`config.mk`:
```
export PLATFORM = sky130hd
export DESIGN_NAME = aclink_tx_framer
export DESIGN_NICKNAME = d
export VERILOG_FILES = /design/src/rtl/aclink_tx_pkg.sv /design/src/rtl/aclink_frame_timer.sv /design/src/rtl/aclink_slot_capture.sv /design/src/rtl/aclink_bit_select.sv /design/src/rtl/aclink_tx_framer.sv
export SDC_FILE = /design/constraint.sdc
export NUM_CORES = 1
export LEC_CHECK = 0
export ABC_AREA = 0
export CAP_MARGIN = 10
export CORE_ASPECT_RATIO = 0.9
export CORE_UTILIZATION = 50
export CTS_BUF_LIST = sky130_fd_sc_hd__clkbuf_16
export DETAILED_ROUTE_END_ITERATION = 10
export GPL_ROUTABILITY_DRIVEN = 0
export PLACE_DENSITY = 0.78
export SLEW_MARGIN = 10
export SYNTH_ARGS = -nofsm -noshare
export SYNTH_HDL_FRONTEND = slang
export SYNTH_SLANG_ARGS = --single-unit
```
`constraint.sdc`:
```
create_clock -name clk -period 4 [get_ports clk]
set_input_delay 1.2 -clock clk [delete_from_list [all_inputs] [get_ports clk]]
set_output_delay 1.2 -clock clk [all_outputs]
set_load 0.02 [all_outputs]
```
`src/rtl/aclink_tx_pkg.sv`:
```
package aclink_tx_pkg;
  localparam int unsigned TAG_BITS = 16;

  function automatic int unsigned frame_len(input int unsigned nslot, input int unsigned slotw);
    return TAG_BITS + nslot * slotw;
  endfunction
endpackage

```
`src/rtl/aclink_frame_timer.sv`:
```
module aclink_frame_timer #(
  parameter int unsigned NSLOT = 12,
  parameter int unsigned SLOTW = 20,
  parameter int unsigned SNW   = 4,
  parameter int unsigned PW    = 5
) (
  input  logic           clk,
  input  logic           rst,
  output logic [SNW-1:0] slot_no,
  output logic [PW-1:0]  bit_pos,
  output logic           wrap,
  output logic           sync_nxt
);
  localparam int unsigned TAGW  = aclink_tx_pkg::TAG_BITS;
  localparam int unsigned FRAME = aclink_tx_pkg::frame_len(NSLOT, SLOTW);
  localparam int unsigned CW    = $clog2(FRAME);
  localparam logic [CW-1:0] LAST     = CW'(FRAME - 1);
  localparam logic [PW-1:0] TAG_TOP  = PW'(TAGW - 1);
  localparam logic [PW-1:0] SLOT_TOP = PW'(SLOTW - 1);

  logic [CW-1:0] fc;

  always_ff @(posedge clk) begin
    if (rst) begin
      fc      <= LAST;
      slot_no <= SNW'(NSLOT);
      bit_pos <= '0;
    end else if (fc == LAST) begin
      fc      <= '0;
      slot_no <= '0;
      bit_pos <= TAG_TOP;
    end else begin
      fc <= fc + 1'b1;
      if (bit_pos == '0) begin
        slot_no <= slot_no + 1'b1;
        bit_pos <= SLOT_TOP;
      end else begin
        bit_pos <= bit_pos - 1'b1;
      end
    end
  end

  assign wrap     = (fc == LAST);
  assign sync_nxt = wrap || (fc < CW'(TAGW - 1));

  // the slot walk never runs past the last data slot
  a_r3_slot_range: assert property (@(posedge clk) disable iff (rst)
    slot_no <= SNW'(NSLOT));
endmodule

```
`src/rtl/aclink_slot_capture.sv`:
```
module aclink_slot_capture #(
  parameter int unsigned NSLOT = 12,
  parameter int unsigned SLOTW = 20,
  parameter int unsigned IDW   = 2
) (
  input  logic                   clk,
  input  logic                   rst,
  input  logic                   cap,
  input  logic [NSLOT*SLOTW-1:0] slot_data,
  input  logic [NSLOT-1:0]       slot_valid,
  input  logic [NSLOT-1:0]       slot_narrow,
  input  logic [IDW-1:0]         codec_id,
  output logic [NSLOT*SLOTW-1:0] data_q,
  output logic [NSLOT-1:0]       valid_q,
  output logic [NSLOT-1:0]       narrow_q,
  output logic [aclink_tx_pkg::TAG_BITS-1:0] tag
);
  localparam int unsigned TAGW = aclink_tx_pkg::TAG_BITS;

  logic [IDW-1:0] id_q;
  logic           sticky;

  always_ff @(posedge clk) begin
    if (rst) begin
      data_q   <= '0;
      valid_q  <= '0;
      narrow_q <= '0;
      id_q     <= '0;
      sticky   <= 1'b0;
    end else if (cap) begin
      data_q   <= slot_data;
      valid_q  <= slot_valid | {sticky, {(NSLOT-1){1'b0}}};
      narrow_q <= slot_narrow;
      id_q     <= codec_id;
      sticky   <= sticky | slot_valid[NSLOT-1];
    end
  end

  always_comb begin
    tag = '0;
    tag[TAGW-1] = |valid_q;
    for (int k = 0; k < NSLOT; k++) begin
      tag[TAGW-2-k] = valid_q[k];
    end
    tag[IDW-1:0] = id_q;
  end

  // the held slot-12 state never drops without reset
  a_r9_sticky_hold: assert property (@(posedge clk) disable iff (rst)
    sticky |=> sticky);
  // a capture while held always flags the last slot
  a_r9_last_slot_kept: assert property (@(posedge clk) disable iff (rst)
    (sticky && cap) |=> valid_q[NSLOT-1]);
  // captured values stay still between frame edges
  a_r8_hold_between: assert property (@(posedge clk) disable iff (rst)
    !cap |=> ($stable(valid_q) && $stable(data_q) && $stable(narrow_q)));
endmodule

```
`src/rtl/aclink_bit_select.sv`:
```
module aclink_bit_select #(
  parameter int unsigned NSLOT   = 12,
  parameter int unsigned SLOTW   = 20,
  parameter int unsigned NARROWW = 16,
  parameter int unsigned SNW     = 4,
  parameter int unsigned PW      = 5
) (
  input  logic [SNW-1:0]         slot_no,
  input  logic [PW-1:0]          bit_pos,
  input  logic [aclink_tx_pkg::TAG_BITS-1:0] tag,
  input  logic [NSLOT*SLOTW-1:0] data_q,
  input  logic [NSLOT-1:0]       valid_q,
  input  logic [NSLOT-1:0]       narrow_q,
  output logic                   bit_o
);
  localparam int unsigned TAGW = aclink_tx_pkg::TAG_BITS;
  localparam int unsigned PADW = SLOTW - NARROWW;

  always_comb begin
    bit_o = 1'b0;
    if (slot_no == '0) begin
      for (int i = 0; i < TAGW; i++) begin
        if (bit_pos == PW'(i)) bit_o = tag[i];
      end
    end else begin
      for (int k = 0; k < NSLOT; k++) begin
        if (slot_no == SNW'(k + 1) && valid_q[k]) begin
          for (int b = 0; b < SLOTW; b++) begin
            if (bit_pos == PW'(b) && !(narrow_q[k] && b < PADW)) begin
              bit_o = data_q[k*SLOTW + b];
            end
          end
        end
      end
    end
  end
endmodule

```
`src/rtl/aclink_tx_framer.sv`:
```
module aclink_tx_framer #(
  parameter int unsigned NSLOT   = 12,
  parameter int unsigned SLOTW   = 20,
  parameter int unsigned NARROWW = 16,
  parameter int unsigned IDW     = 2
) (
  input  logic                   clk,
  input  logic                   rst,
  input  logic [IDW-1:0]         codec_id,
  input  logic [NSLOT*SLOTW-1:0] slot_data,
  input  logic [NSLOT-1:0]       slot_valid,
  input  logic [NSLOT-1:0]       slot_narrow,
  output logic                   sync,
  output logic                   sdout,
  output logic [NSLOT-1:0]       slot_taken
);
  localparam int unsigned TAGW = aclink_tx_pkg::TAG_BITS;
  localparam int unsigned SNW  = $clog2(NSLOT + 1);
  localparam int unsigned PW   = $clog2((SLOTW > TAGW) ? SLOTW : TAGW);
  localparam int unsigned HW   = $clog2(TAGW) + 2;

  logic [SNW-1:0]         slot_no;
  logic [PW-1:0]          bit_pos;
  logic                   wrap, sync_nxt, bit_nxt;
  logic [NSLOT*SLOTW-1:0] data_q;
  logic [NSLOT-1:0]       valid_q, narrow_q;
  logic [TAGW-1:0]        tag;

  aclink_frame_timer #(.NSLOT(NSLOT), .SLOTW(SLOTW), .SNW(SNW), .PW(PW)) u_timer (
    .clk(clk), .rst(rst), .slot_no(slot_no), .bit_pos(bit_pos),
    .wrap(wrap), .sync_nxt(sync_nxt)
  );

  aclink_slot_capture #(.NSLOT(NSLOT), .SLOTW(SLOTW), .IDW(IDW)) u_capture (
    .clk(clk), .rst(rst), .cap(wrap), .slot_data(slot_data),
    .slot_valid(slot_valid), .slot_narrow(slot_narrow), .codec_id(codec_id),
    .data_q(data_q), .valid_q(valid_q), .narrow_q(narrow_q), .tag(tag)
  );

  aclink_bit_select #(.NSLOT(NSLOT), .SLOTW(SLOTW), .NARROWW(NARROWW),
                      .SNW(SNW), .PW(PW)) u_select (
    .slot_no(slot_no), .bit_pos(bit_pos), .tag(tag), .data_q(data_q),
    .valid_q(valid_q), .narrow_q(narrow_q), .bit_o(bit_nxt)
  );

  always_ff @(posedge clk) begin
    if (rst) begin
      sync       <= 1'b0;
      sdout      <= 1'b0;
      slot_taken <= '0;
    end else begin
      sync  <= sync_nxt;
      sdout <= bit_nxt;
      for (int k = 0; k < NSLOT; k++) begin
        slot_taken[k] <= valid_q[k] && (slot_no == SNW'(k + 1)) &&
                         (bit_pos == PW'(SLOTW - 1));
      end
    end
  end

  // checker state: length of the current sync pulse, frame-valid bit slot
  logic [HW-1:0] hi_cnt;
  logic          fv_cycle;
  always_ff @(posedge clk) begin
    if (rst) begin
      hi_cnt   <= '0;
      fv_cycle <= 1'b0;
    end else begin
      hi_cnt   <= sync ? hi_cnt + 1'b1 : '0;
      fv_cycle <= (slot_no == '0) && (bit_pos == PW'(TAGW - 1));
    end
  end

  // outputs are quiet during reset
  a_r1_reset_quiet: assert property (@(posedge clk)
    rst |=> (!sync && !sdout && slot_taken == '0));
  // each sync pulse spans the tag slot exactly
  a_r2_sync_len: assert property (@(posedge clk) disable iff (rst)
    $fell(sync) |-> hi_cnt == HW'(TAGW));
  // the first tag bit on the line reflects the captured flags
  a_r5_frame_valid: assert property (@(posedge clk) disable iff (rst)
    fv_cycle |-> sdout == (|valid_q));
  // never more than one taken pulse at once
  a_r10_taken_onehot: assert property (@(posedge clk) disable iff (rst)
    $onehot0(slot_taken));
  // a taken pulse never lasts two clocks on the same slot
  a_r10_taken_single: assert property (@(posedge clk) disable iff (rst)
    (slot_taken != '0) |=> ((slot_taken & $past(slot_taken)) == '0));
endmodule

```
# After elaboration in Yosys (flattened, before gate mapping)
# Index checks and enable logic that the tools add are counted.
# word_totals
regBits	298
in_bits	268
out_inout_bits	14
elab_cells	418
# classes
add_sub_neg	3
order_cmp	1
n_eq_ne	32
n_mux	277
bitwise_logic	2
reduce_logical	90
# ops
op	n
2-to-1 mux 1 bit	272
logical AND 1 bit	72
equality test 5 x 4 -> 1 bit (second input constant)	8
equality test 4 bit (second input constant)	5
equality test 5 x 3 -> 1 bit (second input constant)	4
equality test 5 bit (second input constant)	4
equality test 4 x 3 -> 1 bit (second input constant)	4
zero test 1 bit	12
2-to-1 mux 4 bit	3
bitwise OR 12 bit	1
OR reduction 12 bit	1
equality test 5 x 2 -> 1 bit (second input constant)	2
adder 8 x 1 -> 8 bit (second input constant)	1
equality test 4 x 2 -> 1 bit (second input constant)	2
equality test 8 bit (second input constant)	1
less-than comparator 8 x 4 -> 1 bit (second input constant)	1
2-to-1 mux 8 bit	1
equality test 5 x 1 -> 1 bit (second input constant)	1
zero test 5 bit	1
2-to-1 mux 5 bit	1
subtractor 5 x 1 -> 5 bit (second input constant)	1
adder 4 x 1 -> 4 bit (second input constant)	1
equality test 4 x 1 -> 1 bit (second input constant)	1
zero test 4 bit	1
4 further kinds	4

# Depth between registers and ports, before layout
# depth
depth_word	258
depth_mapped	18
mapped_depth_nobuf	15

# Hierarchy
# A second synthesis with hierarchy kept.
# unflattened
cells_unflattened	1562
area_unflattened_um2	14437.6
# by_module_without_submodules
module	n_inst	cells_each	area_per_inst_um2	seq_area_each_um2
aclink_slot_capture	1	877	9691.8	5325.1
aclink_bit_select	1	551	3464.6	0.0
aclink_frame_timer	1	85	764.5	340.3
aclink_tx_framer	1	49	516.7	280.3

# Worst setup path before layout
# Ideal clock, no wire load.
# synth_timing
kind	reg2reg
startpoint	register u_timer.bit_pos[1]
endpoint	register sdout
setup_time_ns	0.079
t_arrival_ns	3.358
required_ns	3.921
slack_ns	0.563
stages_incl_launch_ff	18
n_path_buf	2
period_less_slack_ns	3.437
cell_sequence	dfxtp_1 inv_1 ha_1 buf_4 or4b_1 buf_4 nand2_4 o221ai_2 a21oi_2 nor3_1 or4_4 a221o_1 nor2b_1 a41o_1 a31o_1 a211oi_1 o21ai_0 o211ai_1
# synth_via
elab_chain_cells	258
word_cells_on_any_way	340
# synth_rtl
element	line_no	text
start: declaration	aclink_frame_timer.sv:10	output logic [PW-1:0] bit_pos,
start signal: assignment	aclink_frame_timer.sv:38	bit_pos <= bit_pos - 1'b1;
zero test 5 bit	aclink_bit_select.sv:23, aclink_bit_select.sv:29	
logical AND 1 bit	aclink_bit_select.sv:29	if (bit_pos == PW'(b) && !(narrow_q[k] && b < PADW)) begin
2-to-1 mux 1 bit (20 in a row)	aclink_bit_select.sv:29	
2-to-1 mux 1 bit	aclink_bit_select.sv:27	if (slot_no == SNW'(k + 1) && valid_q[k]) begin
2-to-1 mux 1 bit (20 in a row)	aclink_bit_select.sv:29	
2-to-1 mux 1 bit	aclink_bit_select.sv:27	
2-to-1 mux 1 bit (20 in a row)	aclink_bit_select.sv:29	
2-to-1 mux 1 bit	aclink_bit_select.sv:27	
[... 128 more ...]	--	
2-to-1 mux 1 bit	aclink_bit_select.sv:27	
2-to-1 mux 1 bit (20 in a row)	aclink_bit_select.sv:29	
2-to-1 mux 1 bit	aclink_bit_select.sv:27	
2-to-1 mux 1 bit (20 in a row)	aclink_bit_select.sv:29	
2-to-1 mux 1 bit	aclink_bit_select.sv:27	
2-to-1 mux 1 bit (20 in a row)	aclink_bit_select.sv:29	
2-to-1 mux 1 bit	aclink_bit_select.sv:27	
2-to-1 mux 1 bit (*)	aclink_bit_select.sv:21	if (slot_no == '0) begin
end signal: assignment	aclink_tx_framer.sv:53	sdout <= bit_nxt;
end: declaration	aclink_tx_framer.sv:14	output logic sdout,
# Every way passes the cells marked *; elsewhere a longest branch is shown, timed or not. The select of a mux whose other input is x is not followed.
# A chain may end at the register's enable or synchronous reset.

# Final worst setup path
# layout_timing
startpoint	register u_timer.bit_pos[3]
endpoint	register sdout
# The elaborated chain is that of the path after synthesis.

==> run summary <==
The flow ran to the end, and the final reports show no timing, DRC or antenna violations. Sequential cells account for 36.9% of the total power. The initial detailed-routing violation count was 2,394; the logic depth of the worst path, buffers included was 14. For the number of max-cap violations, the log shows 0. The instance count of the mapped netlist came out at 1,914. The tools report the internal power as 7.18 mW. From synthesis to final layout, the design area changed by 31.8%. The total count of max-transition violations in the final report was 0.

The worst register-to-register path begins at u_timer.bit_pos[3]. The tools report the worst hold path endpoint as u_capture.data_q[164]. Averaged over all synthesized cells, the footprint is 7.33 sq um. The number of nets with antenna violations after detailed routing is 0.

The chip width was 179 microns. After clock tree synthesis, the flow added hold-fix buffers numbering 0. The biggest area contributor in the post-synthesis netlist is sky130_fd_sc_hd__dfxtp_1.

The total I/O pin count is 282, and the number of enable-type register cells in the synthesized netlist is 0. Ranked by total cell area, the synthesized netlist is headed by sky130_fd_sc_hd__dfxtp_1 (42%), sky130_fd_sc_hd__nand2_1 (16%), sky130_fd_sc_hd__a21oi_1 (12%). The total negative slack for setup checks was 0 ns; the critical path required time was 4.50 ns. The tools report the combinational share of power as 40.5%. The slew at the pin with the worst max-slew slack came out at 0.775 ns.

The root buffer cell chosen for the clock tree is sky130_fd_sc_hd__clkbuf_16. After detailed routing, the number of vias per cell comes to 6.11. The row count is 57. Setup violations remaining at the end of the flow were counted as 0. For this configuration, the core starts out at a cell density of 51.5%. For the number of nets in the final layout, the log shows 2,441. The run gives 0 as the final hold violation count. Type of the worst setup path: reg2reg. The run gives 35.3% as the all-layer global routing usage.

Among all flip-flop cells after synthesis, the most frequent one is sky130_fd_sc_hd__dfxtp_1. The synthesized cell area was 14,000 sq um. The critical path goes through buf_4 -> or4b_2 -> nand2_1 -> o22ai_1 -> a2111oi_0 -> nand2_1 -> a311oi_1 -> a21oi_1 -> a31oi_1 -> o32ai_2 -> a31o_1 -> a211oi_1 -> o21ai_0 -> o211ai_1.

The fraction of the cycle the final worst path needs is 97.3%. The number of clock buffers added by TritonCTS is 29. Final routed DRC violation total: 0. The detailed placement HPWL came out at 38,500 microns. Yosys printed 0 warnings.

The first global-routing pass estimated 78,300 microns of wire. The kind of start point of the critical path is a flop. In this run the worst path has a maximum fanout of 23. The first TritonRoute pass finished after 8 iterations. The routed design has 51,900 microns of wire. The tools report the largest net degree at the start of global routing as 149.

The register bit count reported by yosys was 297; the portion of total power attributed to the clock network was 22.6%. Counting distinct cell types in the post-synthesis netlist gives 82. The clock reaches the later pin of the worst-skew pair after 0.57 ns.

The count of input and output buffers was 281; the fill cell instance count of the final layout was 2,254. The library cell with the highest instance count after synthesis was sky130_fd_sc_hd__nand2_1. Synthesis produced a netlist with a net count of 2,192.

Critical hold path startpoint: u_capture.data_q[164]. Timing would allow up to 257 MHz. Summed over all cells, the static leakage comes to 6.58 nW. The share of the Yosys chip area taken by registers is 42.4%. The initial antenna violation count was 1.

The logs give 1 for the H-tree depth reported by CTS and 4.79 mW for the switching power. The minimum period implied by the final worst setup slack is 3.89 ns, and the final routed wire length divided by cell count is 20.4 microns. For the final database, setup skew stands at 0.0221 ns. The worst register-to-register path ends at sdout.

Among cell families on the critical path, the largest total delay comes from compound AO/OA/AOI/OAI gates. Sorting the synthesized cells by how often they occur yields sky130_fd_sc_hd__nand2_1 (593), sky130_fd_sc_hd__a21oi_1 (335), sky130_fd_sc_hd__dfxtp_1 (297). 0 antenna diodes ended up in the layout. The via total after detailed routing came out at 15,500.

The worst hold path was traced through 2 stages. Cells with a size suffix above 1 make up 8.46% of the layout. The tools report the critical path capture point type as a flop. After global routing the overflow that remains totals 0. The cell that appears most often on the critical path is sky130_fd_sc_hd__nand2_1. Delay of the slowest cell on the worst path: 0.70 ns.

Class of the tightest hold or removal check: reg2reg. The maximum resistive drop on vdd is 0.000427 V, and the length in cells of the worst reg-to-reg path is 14. The number of buffer and inverter stages on the critical path is 1, and the core area is 27,200 sq um.

The switching part of the total was 40.0%. The overall power consumption came out at 12.0 mW. The tools report the arrival time reported for the critical path endpoint as 4.39 ns. The slowest stage of the critical path belongs to the cell sky130_fd_sc_hd__or4b_2.

Setup slack on the worst reg-to-reg path comes out at 0.11 ns. The longest clock path from root to sink contains 3 buffers. Dividing total power by cell area gives a power density of 647 nW/um^2.

After clock tree synthesis, the clock-pin slew on the worst setup and hold paths is 0.07 ns. TritonCTS built the clock tree. The die area is 28,700 sq um, and the clock sink count is 297. For the number of global-route vias before repair, the log shows 14,700. The async set-reset flop share out of synthesis works out to 0%. Headroom to the max-slew limit came out at 48.4%. Setup repair after global routing left no endpoint under its margin. Portion of synthesized cell area occupied by the leading cell type: 42.4%. The overall die height is 161 microns.
-- power by group through the flow --
stage               Combinational [mW]  Clock (mW)  Sequential [mW]
finish                            4.85        2.71             4.42
global route                      5.20        2.84             4.46
CTS                               4.61        2.71             4.36
detailed placement                4.57           0             4.42
global placement                  4.47           0             4.40
floorplan                         3.19           0             4.06
-- through the flow --
step | setup slack [ns] | cell area (sq um) | hold slack [ns] | util (%) | instances
after floorplan | 0.563 | 14000 | 0.431 | - | 1914
after global placement | 0.208 | 17500 | 0.442 | 64.1 | 2486
after detailed placement | 0.00191 | 17500 | 0.447 | 64.1 | 2486
after CTS | 0.0477 | 18400 | 0.456 | 67.6 | 2540
after global routing | 0.0133 | 18500 | 0.469 | 67.9 | 2540
final | 0.110 | 18500 | 0.456 | 67.9 | 2540
-- registers in the layout (all words and copies together) (netlist names) --
register / flops
u_capture.sticky: 1
slot_taken: 12
u_capture.id_q: 2
u_capture.valid_q: 11
sdout: 1
u_capture.narrow_q: 12
u_timer.fc: 8
u_timer.slot_no: 4
u_capture.data_q: 240
u_timer.bit_pos: 5
sync: 1
-- final cells by class --
cell class	instances	area [sq um]	share of cell area (%)
multi-input cells	1443	7470	40.4
flip-flops and latches	297	5950	32.2
repair buffers	378	3630	19.6
clock buffers	29	726	3.93
well taps	354	443	2.40
clock inverters	25	214	1.16
inverters	14	52.6	0.284
-- worst min-delay path, stage by stage, from the launching register on --
cell and delay, ns:
sky130_fd_sc_hd__dfxtp_1 0.31, sky130_fd_sc_hd__nand2_1 0.05, sky130_fd_sc_hd__a21oi_1 0.05
-- layer usage --
layer | GRT usage (%) | share of wire (%)
met5 | 0.174 | 0.021
met4 | 17.9 | 6.5
met3 | 10.1 | 13
met2 | 53.5 | 42
met1 | 45.4 | 38
-- what timing repair did --
item / CTS / global route
pin swaps: 0 / 1
hold endpoints to repair: 0 / 0
endpoints found under the setup margin: 1 / 1
setup buffers: 0 / 0
gates resized for setup: 1 / 21
-- how the worst max path moves through the flow --
stage	to	startpoint	slack, ns
2_1_floorplan	sdout	u_timer.bit_pos[1]	0.56
3_3_place_gp	sdout	u_timer.bit_pos[0]	0.21
3_5_place_dp	sdout	u_timer.bit_pos[1]	0.002
4_1_cts	sdout	u_timer.bit_pos[0]	0.05
5_1_grt	sdout	u_timer.bit_pos[0]	0.01
6_report	sdout	u_timer.bit_pos[3]	0.11
-- kinds of logic after synthesis --
kind of cell / Yosys count / share of synthesized area, %
and+or+nand+nor: 872 / 27.9
AOI/OAI and AO/OA: 550 / 23.0
DFF: 297 / 42.4
buffers and inverters: 174 / 5.13
xor gates and xnor gates: 11 / 0.687
adders and majority gates: 10 / 0.892
-- placed cells by master (no fill, tap or decap), types with 13 or more instances in the layout --
cell | Yosys | layout
sky130_fd_sc_hd__clkdlybuf4s50_1 | 0 | 280
sky130_fd_sc_hd__a31oi_1 | 16 | 15
sky130_fd_sc_hd__a22oi_1 | 15 | 15
sky130_fd_sc_hd__nor2_1 | 84 | 82
sky130_fd_sc_hd__dfxtp_1 | 297 | 293
sky130_fd_sc_hd__nor2b_1 | 16 | 16
sky130_fd_sc_hd__a21oi_1 | 335 | 335
sky130_fd_sc_hd__nand2_1 | 593 | 593
sky130_fd_sc_hd__buf_4 | 3 | 90
sky130_fd_sc_hd__nor3_1 | 34 | 34
sky130_fd_sc_hd__o21ai_0 | 54 | 54
sky130_fd_sc_hd__nand3_1 | 33 | 32
sky130_fd_sc_hd__clkbuf_16 | 0 | 29
sky130_fd_sc_hd__inv_1 | 14 | 18
sky130_fd_sc_hd__o211ai_1 | 15 | 15
sky130_fd_sc_hd__nand2b_1 | 13 | 13
sky130_fd_sc_hd__o22ai_1 | 18 | 18
(Power assumes the default switching activity.)
